File: src/rtl/fp_pkg.sv
package fp_pkg;
  localparam int IDX_W = 7;

  typedef struct packed {
    logic             capture;
    logic [IDX_W-1:0] capIdx;
    logic             decide;
    logic             emit;
    logic [IDX_W-1:0] emitIdx;
    logic             emitFirst;
    logic             emitLast;
  } fp_strobe_t;

  function automatic logic [15:0] ocAdd(input logic [15:0] a, input logic [15:0] b);
    logic [16:0] s;
    s = {1'b0, a} + {1'b0, b};
    return s[15:0] + {15'd0, s[16]};
  endfunction
endpackage

File: src/rtl/fp_tables.sv
module fp_tables #(
  parameter int ROUTES = 8,
  parameter int ARPS   = 8,
  parameter int PORTS  = 4,
  localparam int PW    = $clog2(PORTS)
) (
  input  logic          clk,
  input  logic          rstN,
  input  logic          cfgWe,
  input  logic [5:0]    cfgAddr,
  input  logic [47:0]   cfgData,
  input  logic [31:0]   dstIp,
  output logic          routeHit,
  output logic [PW-1:0] routePort,
  output logic          arpHit,
  output logic [47:0]   arpMac,
  output logic [47:0]   portMac
);
  logic [31:0]   rtPrefix [ROUTES];
  logic [31:0]   rtMask   [ROUTES];
  logic [31:0]   rtNh     [ROUTES];
  logic [PW-1:0] rtPort   [ROUTES];
  logic          rtValid  [ROUTES];
  logic [31:0]   arpKey   [ARPS];
  logic [47:0]   arpVal   [ARPS];
  logic          arpValid [ARPS];
  logic [47:0]   pMac     [PORTS];

  always_ff @(posedge clk) begin
    if (!rstN) begin
      for (int i = 0; i < ROUTES; i++) begin
        rtPrefix[i] <= '0; rtMask[i] <= '0; rtNh[i] <= '0;
        rtPort[i] <= '0; rtValid[i] <= 1'b0;
      end
      for (int i = 0; i < ARPS; i++) begin
        arpKey[i] <= '0; arpVal[i] <= '0; arpValid[i] <= 1'b0;
      end
      for (int i = 0; i < PORTS; i++) pMac[i] <= '0;
    end else if (cfgWe) begin
      for (int i = 0; i < ROUTES; i++) begin
        if (int'(cfgAddr[2:0]) == i) begin
          case (cfgAddr[5:3])
            3'd0: rtPrefix[i] <= cfgData[31:0];
            3'd1: rtMask[i]   <= cfgData[31:0];
            3'd2: rtNh[i]     <= cfgData[31:0];
            3'd3: begin rtPort[i] <= cfgData[PW-1:0]; rtValid[i] <= cfgData[2]; end
            default: ;
          endcase
        end
      end
      for (int i = 0; i < ARPS; i++) begin
        if (int'(cfgAddr[2:0]) == i) begin
          if (cfgAddr[5:3] == 3'd4) begin arpKey[i] <= cfgData[31:0]; arpValid[i] <= cfgData[32]; end
          if (cfgAddr[5:3] == 3'd5) arpVal[i] <= cfgData;
        end
      end
      for (int i = 0; i < PORTS; i++)
        if (cfgAddr[5:3] == 3'd6 && int'(cfgAddr[2:0]) == i) pMac[i] <= cfgData;
    end
  end

  int bestLen;
  int mLen;
  logic [31:0] bestNh;
  logic [31:0] arpQuery;

  always_comb begin
    routeHit  = 1'b0;
    routePort = '0;
    bestNh    = '0;
    bestLen   = 0;
    mLen      = 0;
    for (int i = 0; i < ROUTES; i++) begin
      mLen = $countones(rtMask[i]);
      if (rtValid[i] && ((dstIp & rtMask[i]) == rtPrefix[i]) && (!routeHit || mLen > bestLen)) begin
        routeHit  = 1'b1;
        routePort = rtPort[i];
        bestNh    = rtNh[i];
        bestLen   = mLen;
      end
    end
  end

  assign arpQuery = (bestNh == 32'd0) ? dstIp : bestNh;

  always_comb begin
    arpHit = 1'b0;
    arpMac = '0;
    for (int i = ARPS - 1; i >= 0; i--) begin
      if (arpValid[i] && arpKey[i] == arpQuery) begin
        arpHit = 1'b1;
        arpMac = arpVal[i];
      end
    end
  end

  assign portMac = pMac[routePort];
endmodule

File: src/rtl/fp_control.sv
module fp_control
  import fp_pkg::*;
#(
  parameter int MAX_BYTES = 64
) (
  input  logic             clk,
  input  logic             rstN,
  input  logic             inValid,
  input  logic             inSof,
  input  logic             inEof,
  output fp_strobe_t       st,
  output logic [IDX_W-1:0] frameLen
);
  typedef enum logic [1:0] {S_IDLE, S_RECV, S_LOOK, S_EMIT} state_t;
  state_t state;
  logic [IDX_W-1:0] wrCnt;
  logic [IDX_W-1:0] rdCnt;

  always_ff @(posedge clk) begin
    if (!rstN) begin
      state <= S_IDLE;
      wrCnt <= '0;
      rdCnt <= '0;
    end else begin
      case (state)
        S_IDLE: if (inValid && inSof) begin
          wrCnt <= IDX_W'(1);
          state <= inEof ? S_LOOK : S_RECV;
        end
        S_RECV: if (inValid) begin
          if (wrCnt < IDX_W'(MAX_BYTES)) wrCnt <= wrCnt + 1'b1;
          if (inEof) state <= S_LOOK;
        end
        S_LOOK: begin
          rdCnt <= '0;
          state <= S_EMIT;
        end
        S_EMIT: begin
          rdCnt <= rdCnt + 1'b1;
          if (rdCnt == wrCnt - IDX_W'(1)) state <= S_IDLE;
        end
        default: state <= S_IDLE;
      endcase
    end
  end

  always_comb begin
    st.capture   = inValid && ((state == S_IDLE && inSof) || state == S_RECV);
    st.capIdx    = (state == S_IDLE) ? '0 : wrCnt;
    st.decide    = (state == S_LOOK);
    st.emit      = (state == S_EMIT);
    st.emitIdx   = rdCnt;
    st.emitFirst = (rdCnt == '0);
    st.emitLast  = (rdCnt == wrCnt - IDX_W'(1));
  end

  assign frameLen = wrCnt;
endmodule

File: src/rtl/fp_datapath.sv
module fp_datapath
  import fp_pkg::*;
#(
  parameter int MAX_BYTES = 64,
  parameter int PW        = 2,
  localparam int AW       = $clog2(MAX_BYTES)
) (
  input  logic             clk,
  input  logic             rstN,
  input  fp_strobe_t       st,
  input  logic [7:0]       inData,
  input  logic [PW-1:0]    inPort,
  input  logic [IDX_W-1:0] frameLen,
  output logic [31:0]      dstIp,
  input  logic             routeHit,
  input  logic [PW-1:0]    routePort,
  input  logic             arpHit,
  input  logic [47:0]      arpMac,
  input  logic [47:0]      portMac,
  output logic             fwdValid,
  output logic             fwdSof,
  output logic             fwdEof,
  output logic [7:0]       fwdData,
  output logic [PW-1:0]    fwdPort,
  output logic             slowValid,
  output logic             slowSof,
  output logic             slowEof,
  output logic [7:0]       slowData,
  output logic [PW-1:0]    slowPort
);
  logic [7:0] frameMem [MAX_BYTES];

  always_ff @(posedge clk)
    if (st.capture && st.capIdx < IDX_W'(MAX_BYTES)) frameMem[st.capIdx[AW-1:0]] <= inData;

  logic [15:0] etherType, totLen, hdrCs, hdrSum, newCs;
  logic [7:0]  verIhl, ttl, proto;
  logic        lenOk, canFwd;

  always_comb begin
    etherType = {frameMem[12], frameMem[13]};
    verIhl    = frameMem[14];
    totLen    = {frameMem[16], frameMem[17]};
    ttl       = frameMem[22];
    proto     = frameMem[23];
    hdrCs     = {frameMem[24], frameMem[25]};
    dstIp     = {frameMem[30], frameMem[31], frameMem[32], frameMem[33]};
    hdrSum    = '0;
    for (int w = 0; w < 10; w++) hdrSum = ocAdd(hdrSum, {frameMem[14 + 2*w], frameMem[15 + 2*w]});
    lenOk  = (frameLen >= IDX_W'(34)) && (({1'b0, totLen} + 17'd14) == {{(17-IDX_W){1'b0}}, frameLen});
    canFwd = lenOk && etherType == 16'h0800 && verIhl == 8'h45 && hdrSum == 16'hFFFF &&
             ttl > 8'd1 && routeHit && arpHit;
    newCs  = ~ocAdd(ocAdd(~hdrCs, ~{ttl, proto}), {ttl - 8'd1, proto});
  end

  logic          dFwd;
  logic [PW-1:0] dPort, srcPort;
  logic [47:0]   dDmac, dSmac;
  logic [7:0]    dTtl;
  logic [15:0]   dCs;
  logic [7:0]    outByte;
  logic [7:0]    emitByte;
  int            k;

  always_ff @(posedge clk) begin
    if (!rstN) begin
      dFwd <= 1'b0; dPort <= '0; srcPort <= '0;
      dDmac <= '0; dSmac <= '0; dTtl <= '0; dCs <= '0;
    end else begin
      if (st.capture && st.capIdx == '0) srcPort <= inPort;
      if (st.decide) begin
        dFwd  <= canFwd;
        dPort <= routePort;
        dDmac <= arpMac;
        dSmac <= portMac;
        dTtl  <= ttl - 8'd1;
        dCs   <= newCs;
      end
    end
  end

  always_comb begin
    k = int'(st.emitIdx);
    emitByte = (k < MAX_BYTES) ? frameMem[st.emitIdx[AW-1:0]] : 8'h00;
    if (dFwd) begin
      if (k < 6)                 emitByte = dDmac[47 - 8*k -: 8];
      else if (k < 12)           emitByte = dSmac[47 - 8*(k-6) -: 8];
      else if (k == 22)          emitByte = dTtl;
      else if (k == 24)          emitByte = dCs[15:8];
      else if (k == 25)          emitByte = dCs[7:0];
    end
  end

  always_ff @(posedge clk) begin
    if (!rstN) begin
      fwdValid <= 1'b0; slowValid <= 1'b0;
      fwdSof <= 1'b0; fwdEof <= 1'b0; slowSof <= 1'b0; slowEof <= 1'b0;
      outByte <= '0;
    end else begin
      fwdValid  <= st.emit && dFwd;
      slowValid <= st.emit && !dFwd;
      fwdSof    <= st.emit && dFwd && st.emitFirst;
      fwdEof    <= st.emit && dFwd && st.emitLast;
      slowSof   <= st.emit && !dFwd && st.emitFirst;
      slowEof   <= st.emit && !dFwd && st.emitLast;
      if (st.emit) outByte <= emitByte;
    end
  end

  assign fwdData  = outByte;
  assign slowData = outByte;
  assign fwdPort  = dPort;
  assign slowPort = srcPort;
endmodule

File: src/rtl/ipv4_fastpath.sv
module ipv4_fastpath
  import fp_pkg::*;
#(
  parameter int MAX_BYTES = 64,
  parameter int ROUTES    = 8,
  parameter int ARPS      = 8,
  parameter int PORTS     = 4,
  localparam int PW       = $clog2(PORTS)
) (
  input  logic          clk,
  input  logic          rstN,
  input  logic          inValid,
  input  logic          inSof,
  input  logic          inEof,
  input  logic [7:0]    inData,
  input  logic [PW-1:0] inPort,
  input  logic          cfgWe,
  input  logic [5:0]    cfgAddr,
  input  logic [47:0]   cfgData,
  output logic          fwdValid,
  output logic          fwdSof,
  output logic          fwdEof,
  output logic [7:0]    fwdData,
  output logic [PW-1:0] fwdPort,
  output logic          slowValid,
  output logic          slowSof,
  output logic          slowEof,
  output logic [7:0]    slowData,
  output logic [PW-1:0] slowPort
);
  fp_strobe_t       st;
  logic [IDX_W-1:0] frameLen;
  logic [31:0]      dstIp;
  logic             routeHit, arpHit;
  logic [PW-1:0]    routePort;
  logic [47:0]      arpMac, portMac;

  fp_control #(.MAX_BYTES(MAX_BYTES)) u_ctrl (
    .clk(clk), .rstN(rstN), .inValid(inValid), .inSof(inSof), .inEof(inEof),
    .st(st), .frameLen(frameLen)
  );

  fp_tables #(.ROUTES(ROUTES), .ARPS(ARPS), .PORTS(PORTS)) u_tab (
    .clk(clk), .rstN(rstN), .cfgWe(cfgWe), .cfgAddr(cfgAddr), .cfgData(cfgData),
    .dstIp(dstIp), .routeHit(routeHit), .routePort(routePort),
    .arpHit(arpHit), .arpMac(arpMac), .portMac(portMac)
  );

  fp_datapath #(.MAX_BYTES(MAX_BYTES), .PW(PW)) u_dp (
    .clk(clk), .rstN(rstN), .st(st), .inData(inData), .inPort(inPort), .frameLen(frameLen),
    .dstIp(dstIp), .routeHit(routeHit), .routePort(routePort), .arpHit(arpHit),
    .arpMac(arpMac), .portMac(portMac),
    .fwdValid(fwdValid), .fwdSof(fwdSof), .fwdEof(fwdEof), .fwdData(fwdData), .fwdPort(fwdPort),
    .slowValid(slowValid), .slowSof(slowSof), .slowEof(slowEof), .slowData(slowData), .slowPort(slowPort)
  );
endmodule

File: config.mk
export PLATFORM = sky130hd
export DESIGN_NAME = ipv4_fastpath
export DESIGN_NICKNAME = d
export VERILOG_FILES = /design/src/rtl/fp_pkg.sv /design/src/rtl/fp_tables.sv /design/src/rtl/fp_control.sv /design/src/rtl/fp_datapath.sv /design/src/rtl/ipv4_fastpath.sv
export SDC_FILE = /design/constraint.sdc
export NUM_CORES = 2
export LEC_CHECK = 0
export BUFFER_PORTS_ARGS = -buffer_cell sky130_fd_sc_hd__buf_2
export CAP_MARGIN = 20
export CORE_MARGIN = 5
export CORE_UTILIZATION = 40
export CTS_CLUSTER_SIZE = 8
export DETAILED_ROUTE_END_ITERATION = 10
export SLEW_MARGIN = 20
export SYNTH_ARGS = -nofsm -noshare
export SYNTH_HDL_FRONTEND = slang
export SYNTH_SLANG_ARGS = --single-unit
File: constraint.sdc
create_clock -name clk -period 37.7 [get_ports clk]
set_input_delay 7.54 -clock clk [delete_from_list [all_inputs] [get_ports clk]]
set_output_delay 7.54 -clock clk [all_outputs]
set_load 0.02 [all_outputs]
==> PnR_summary.wiki <==
{| class="wikitable"
! Metric !! Value
|-
| Layout overhead on the synthesized area || 12.24%
|-
| Pin count of the biggest net entering global routing || 83
|-
| Met1 wire length || around 200000 um
|-
| Top area cells in the synthesized netlist || sky130_fd_sc_hd__edfxtp_1, sky130_fd_sc_hd__nor2_1, sky130_fd_sc_hd__ha_1, sky130_fd_sc_hd__fa_1, sky130_fd_sc_hd__mux4_2
|-
| Internal power consumption || approximately 5600 uW
|-
| Kind of critical path || reg2reg
|-
| Number of register bits inferred by synthesis || approximately 2300
|-
| Total power || between 8000 and 9000 uW
|-
| Worst hold path stage count || 2
|-
| Highest Clock Rate || ~0.03 GHz
|-
| Count of unresolved DRC violations after routing || 0
|-
| Mux contribution to synthesized area || approximately 5.7%
|-
| Clock Sink Count || about 2300
|-
| Leakage dissipation || 0.05178 uW
|-
| Count of buffers inserted at the top-level ports || 95
|-
| Largest stage delay on the critical path || about 0.5 ns
|-
| Most repeated cell in the gate-level netlist after synthesis || sky130_fd_sc_hd__edfxtp_1
|-
| Number of distinct library cells after synthesis || 105
|-
| Final-layout fill cell count || 28680
|-
| Complex-gate fraction of the synthesized area || about 12%
|-
| Fraction of synthesis flops using an asynchronous set or reset pin || 0%
|-
| Clock transition at path regs || 0.05 ns
|-
| Inst Count DP || between 10000 and 15000
|-
| Post-synth EDFFs || 2142
|-
| Switching power as a share of total power || between 30% and 40%
|-
| Final critical-path setup slack || around 5.2 ns
|-
| Number of violations reported at the end of detailed-routing iteration 0 || between 10000 and 15000
|-
| Cells after synthesis || about 11000
|-
| DP Worst Slack || 5.699 ns
|-
| Post-route standard cell area excluding fillers || 0.1412 mm2
|-
| Portion of total power attributed to sequential cells || about a third
|-
| Overall global routing resource usage || between 20% and 30%
|-
| Total iterations of the first detailed-routing run || 8
|-
| Mean instance size in the synthesized netlist || roughly 11 um2
|-
| Nets || between 10000 and 15000
|-
| Antenna viol nets, final || 0
|-
| Path depth of the worst reg2reg path || around 190
|-
| DR WL/cell || between 30 and 40 um
|-
| TritonCTS clock tree || built
|-
| Maximum level of the CTS H-tree || 5
|-
| Max VDD drop || approximately 0.21 mV
|-
| Library cell used as clock root buffer || sky130_fd_sc_hd__clkbuf_16
|-
| Slew headroom || between 10% and 20%
|-
| Net Switching || 3008 uW
|-
| Setup TNS || 0 ns
|-
| Synth top cells by count || sky130_fd_sc_hd__edfxtp_1, sky130_fd_sc_hd__nor2_1, sky130_fd_sc_hd__inv_1
|-
| Status || completed
|-
| Synthesized net count || 11680
|-
| GRT overflow || 0
|-
| Endpoint required time on the critical path || 38.53 ns
|-
| Slew at the pin closest to its max-slew limit || between 1 and 1.5 ns
|-
| Count of maximum capacitance violations || 0
|-
| Effective utilization at floorplan || between 40 and 50%
|-
| Number of buffers created by CTS || 329
|-
| Synth Area in Simple Gates || a little over an eighth
|-
| Via count of the first global-routing pass || between 90000 and 100k
|-
| Final max-slew violation count || 0
|-
| Die X-Extent || ~570 um
|-
| Total wire length after detailed routing || 501900 um
|-
| Boundary Pins || 96
|-
| First-pass GRT wire length || 701500 um
|-
| Placement-stage cell area || ~0.13 mm2
|-
| RSZ-0062 raised after global routing || false
|-
| Power density of the placed cells || ~61 mW/mm2
|-
| Portion of total power attributed to combinational logic || approximately 33%
|-
| Max stage delay cell, worst path || sky130_fd_sc_hd__a2111oi_1
|-
| Sequential element share of the synthesized area || between 50% and 60%
|-
| Arithmetic-cell share of the synthesized area counting full adders, half adders and majority gates || roughly 7.9%
|-
| Type of destination of the critical path || flop
|-
| Synth Flop Type || sky130_fd_sc_hd__edfxtp_1
|-
| Synthesis warning total || 0
|-
| Path category of the worst min-delay check || reg2reg
|-
| Critical Path Source Type || flop
|-
| Die extent in y || 570.8 um
|-
| Final period util || around 86%
|-
| Setup fix buffers added after clock tree synthesis || 0
|-
| CP max FO || 4
|-
| Dominant combinational cell family by area after synthesis || simple AND/OR/NAND/NOR gates
|-
| Number of standard-cell rows in the floorplan || 206
|-
| Yosys top cell area share || approximately half
|-
| Count of endpoints failing hold in the final timing report || 0
|-
| Maximum buffer depth of the clock tree || 4
|-
| Met3 layer wire length in the routed design || approximately 55000 um
|-
| Xor and xnor area share after synthesis || between 3 and 4%
|-
| Setup violation total in the final timing report || 0
|-
| Met2 routed WL || about 220000 um
|-
| Worst setup skew after layout || roughly 0.11 ns
|-
| Number of non-filler instances in the completed layout || about 15000
|-
| Vias per Instance || ~6.3
|-
| Clock Power Share || between 30% and 40%
|-
| Cell area after synthesis || 0.1258 mm2
|-
| Post-detail-place hpwl || 333700 um
|-
| DIE AREA || 0.3258 mm2
|-
| Routability congestion estimate from global placement || 0.9740
|-
| Core Box Area || roughly 0.31 mm2
|-
| Share of post-route cells with drive strength above 1 || around 11%
|-
| Top metal layer carrying routed signals || met5
|-
| Resize count post-CTS || 0
|-
| Cell type with the largest total area after synthesis || sky130_fd_sc_hd__edfxtp_1
|-
| Via Count || roughly 96000
|-
| Arrival time reported for the critical path endpoint || 33.32 ns
|-
| Initial antenna violation count || 52
|-
| Count of hold buffers inserted by post-cts repair || 0
|-
| Final critical-path required period || ~32 ns
|-
| Crit path top cell by count || sky130_fd_sc_hd__a21oi_1
|-
| Insertion delay to the later sink of the worst-skew pair || 0.94 ns
|}
==> worst paths after layout <==
| check | startpoint | slack (ns) | to |
|---|---|---|---|
| worst min register to register | u_dp.dDmac[17] | 0.45 | u_dp.dDmac[17] |
| worst min-delay path | u_dp.dDmac[17] | 0.45 | u_dp.dDmac[17] |
| worst max register to register | u_dp.frameMem[17][0] | 5.20 | u_dp.dFwd |
| worst max-delay path | u_dp.frameMem[17][0] | 5.20 | u_dp.dFwd |
==> cell usage in the layout (no fill, tap or decap), types with 70 or more instances in the layout <==
cell / n
sky130_fd_sc_hd__a211oi_1: 88
sky130_fd_sc_hd__a21boi_0: 134
sky130_fd_sc_hd__a21o_1: 132
sky130_fd_sc_hd__a21oi_1: 454
sky130_fd_sc_hd__a22oi_1: 70
sky130_fd_sc_hd__and3_1: 121
sky130_fd_sc_hd__and3b_1: 126
sky130_fd_sc_hd__buf_2: 94
sky130_fd_sc_hd__buf_4: 332
sky130_fd_sc_hd__clkbuf_1: 134
sky130_fd_sc_hd__clkbuf_16: 335
sky130_fd_sc_hd__dfxtp_1: 159
sky130_fd_sc_hd__edfxtp_1: 2142
sky130_fd_sc_hd__fa_1: 219
sky130_fd_sc_hd__ha_1: 446
sky130_fd_sc_hd__inv_1: 657
sky130_fd_sc_hd__mux2i_1: 181
sky130_fd_sc_hd__mux4_2: 184
sky130_fd_sc_hd__nand2_1: 490
sky130_fd_sc_hd__nand2b_1: 95
sky130_fd_sc_hd__nand3_1: 200
sky130_fd_sc_hd__nand4_1: 112
sky130_fd_sc_hd__nor2_1: 1793
sky130_fd_sc_hd__nor2b_1: 147
sky130_fd_sc_hd__nor3_1: 102
sky130_fd_sc_hd__nor4_1: 141
sky130_fd_sc_hd__o21ai_0: 193
sky130_fd_sc_hd__o21bai_1: 99
sky130_fd_sc_hd__o22ai_1: 122
sky130_fd_sc_hd__xnor2_1: 296
sky130_fd_sc_hd__xor2_1: 230
==> worst max-delay path, delay by kind of cell (launching register included) <==
family,cells,cell delay [ns]
flip-flops,1,0.44
buffers and inverters,2,0.14
adder cells (fa/ha/maj),28,7.69
AND/OR/NAND/NOR,45,4.18
AO/OA/AOI/OAI,112,18.81
XOR/XNOR,7,1.12
==> area by class of cell <==
class	instances	area (um2)	area share, %
Tap cell	4160	5205	3.686
Antenna cell	28	70.07	0.04962
Timing Repair Buffer	429	3033	2.148
Sequential cell	2305	67590	47.87
Clock inverter	22	320.3	0.2268
Clock buffer	470	8900	6.303
Inverter	663	2489	1.762
Multi-Input combinational cell	7306	53590	37.95
==> state kept, by name (all words and copies together) (netlist names), 48 cells and up, named ones only <==
signal / flops
u_dp.frameMem: 512
u_tab.arpVal: 384
u_tab.arpKey: 256
u_tab.rtMask: 256
u_tab.rtNh: 256
u_tab.rtPrefix: 256
u_tab.pMac: 192
u_dp.dDmac: 48
u_dp.dSmac: 48
==> layer usage <==
layer  GRT usage [%]  vias to the layer above
li1                -                    40330
met3           6.781                     1122
met1           41.54                    48780
met2           44.84                     5998
met5               0                        -
met4           13.29                       16
==> through the flow <==
step	hold slack [ns]	utilization (%)
after detailed placement	0.4404	41.96
after CTS	0.4473	44.89
after floorplan	0.4240	-
after global routing	0.4605	44.92
final	0.4480	44.94
after global placement	0.4337	41.95
==> logic make-up (layout without fill, tap and decap cells) <==
kind of cell / Yosys count / after routing
muxes: 471 / 471
xor gates and xnor gates: 526 / 526
DFF: 2305 / 2305
and+or+nand+nor: 3579 / 3579
adders and majority gates: 666 / 666
AOI/OAI and AO/OA: 2064 / 2064
other: 0 / 28
buffers and inverters: 1331 / 1584
==> power by group through the flow <==
stage / Combinational (uW) / Sequential (uW) / Clock, uW
after CTS: 2740 / 3020 / 2780
final: 2810 / 3020 / 2760
after global routing: 3020 / 3030 / 2900
after global placement: 2640 / 3060 / 0
after floorplan: 1720 / 3030 / 0
after detailed placement: 2720 / 3060 / 0
Note: power is estimated with default switching activity, not from simulation.
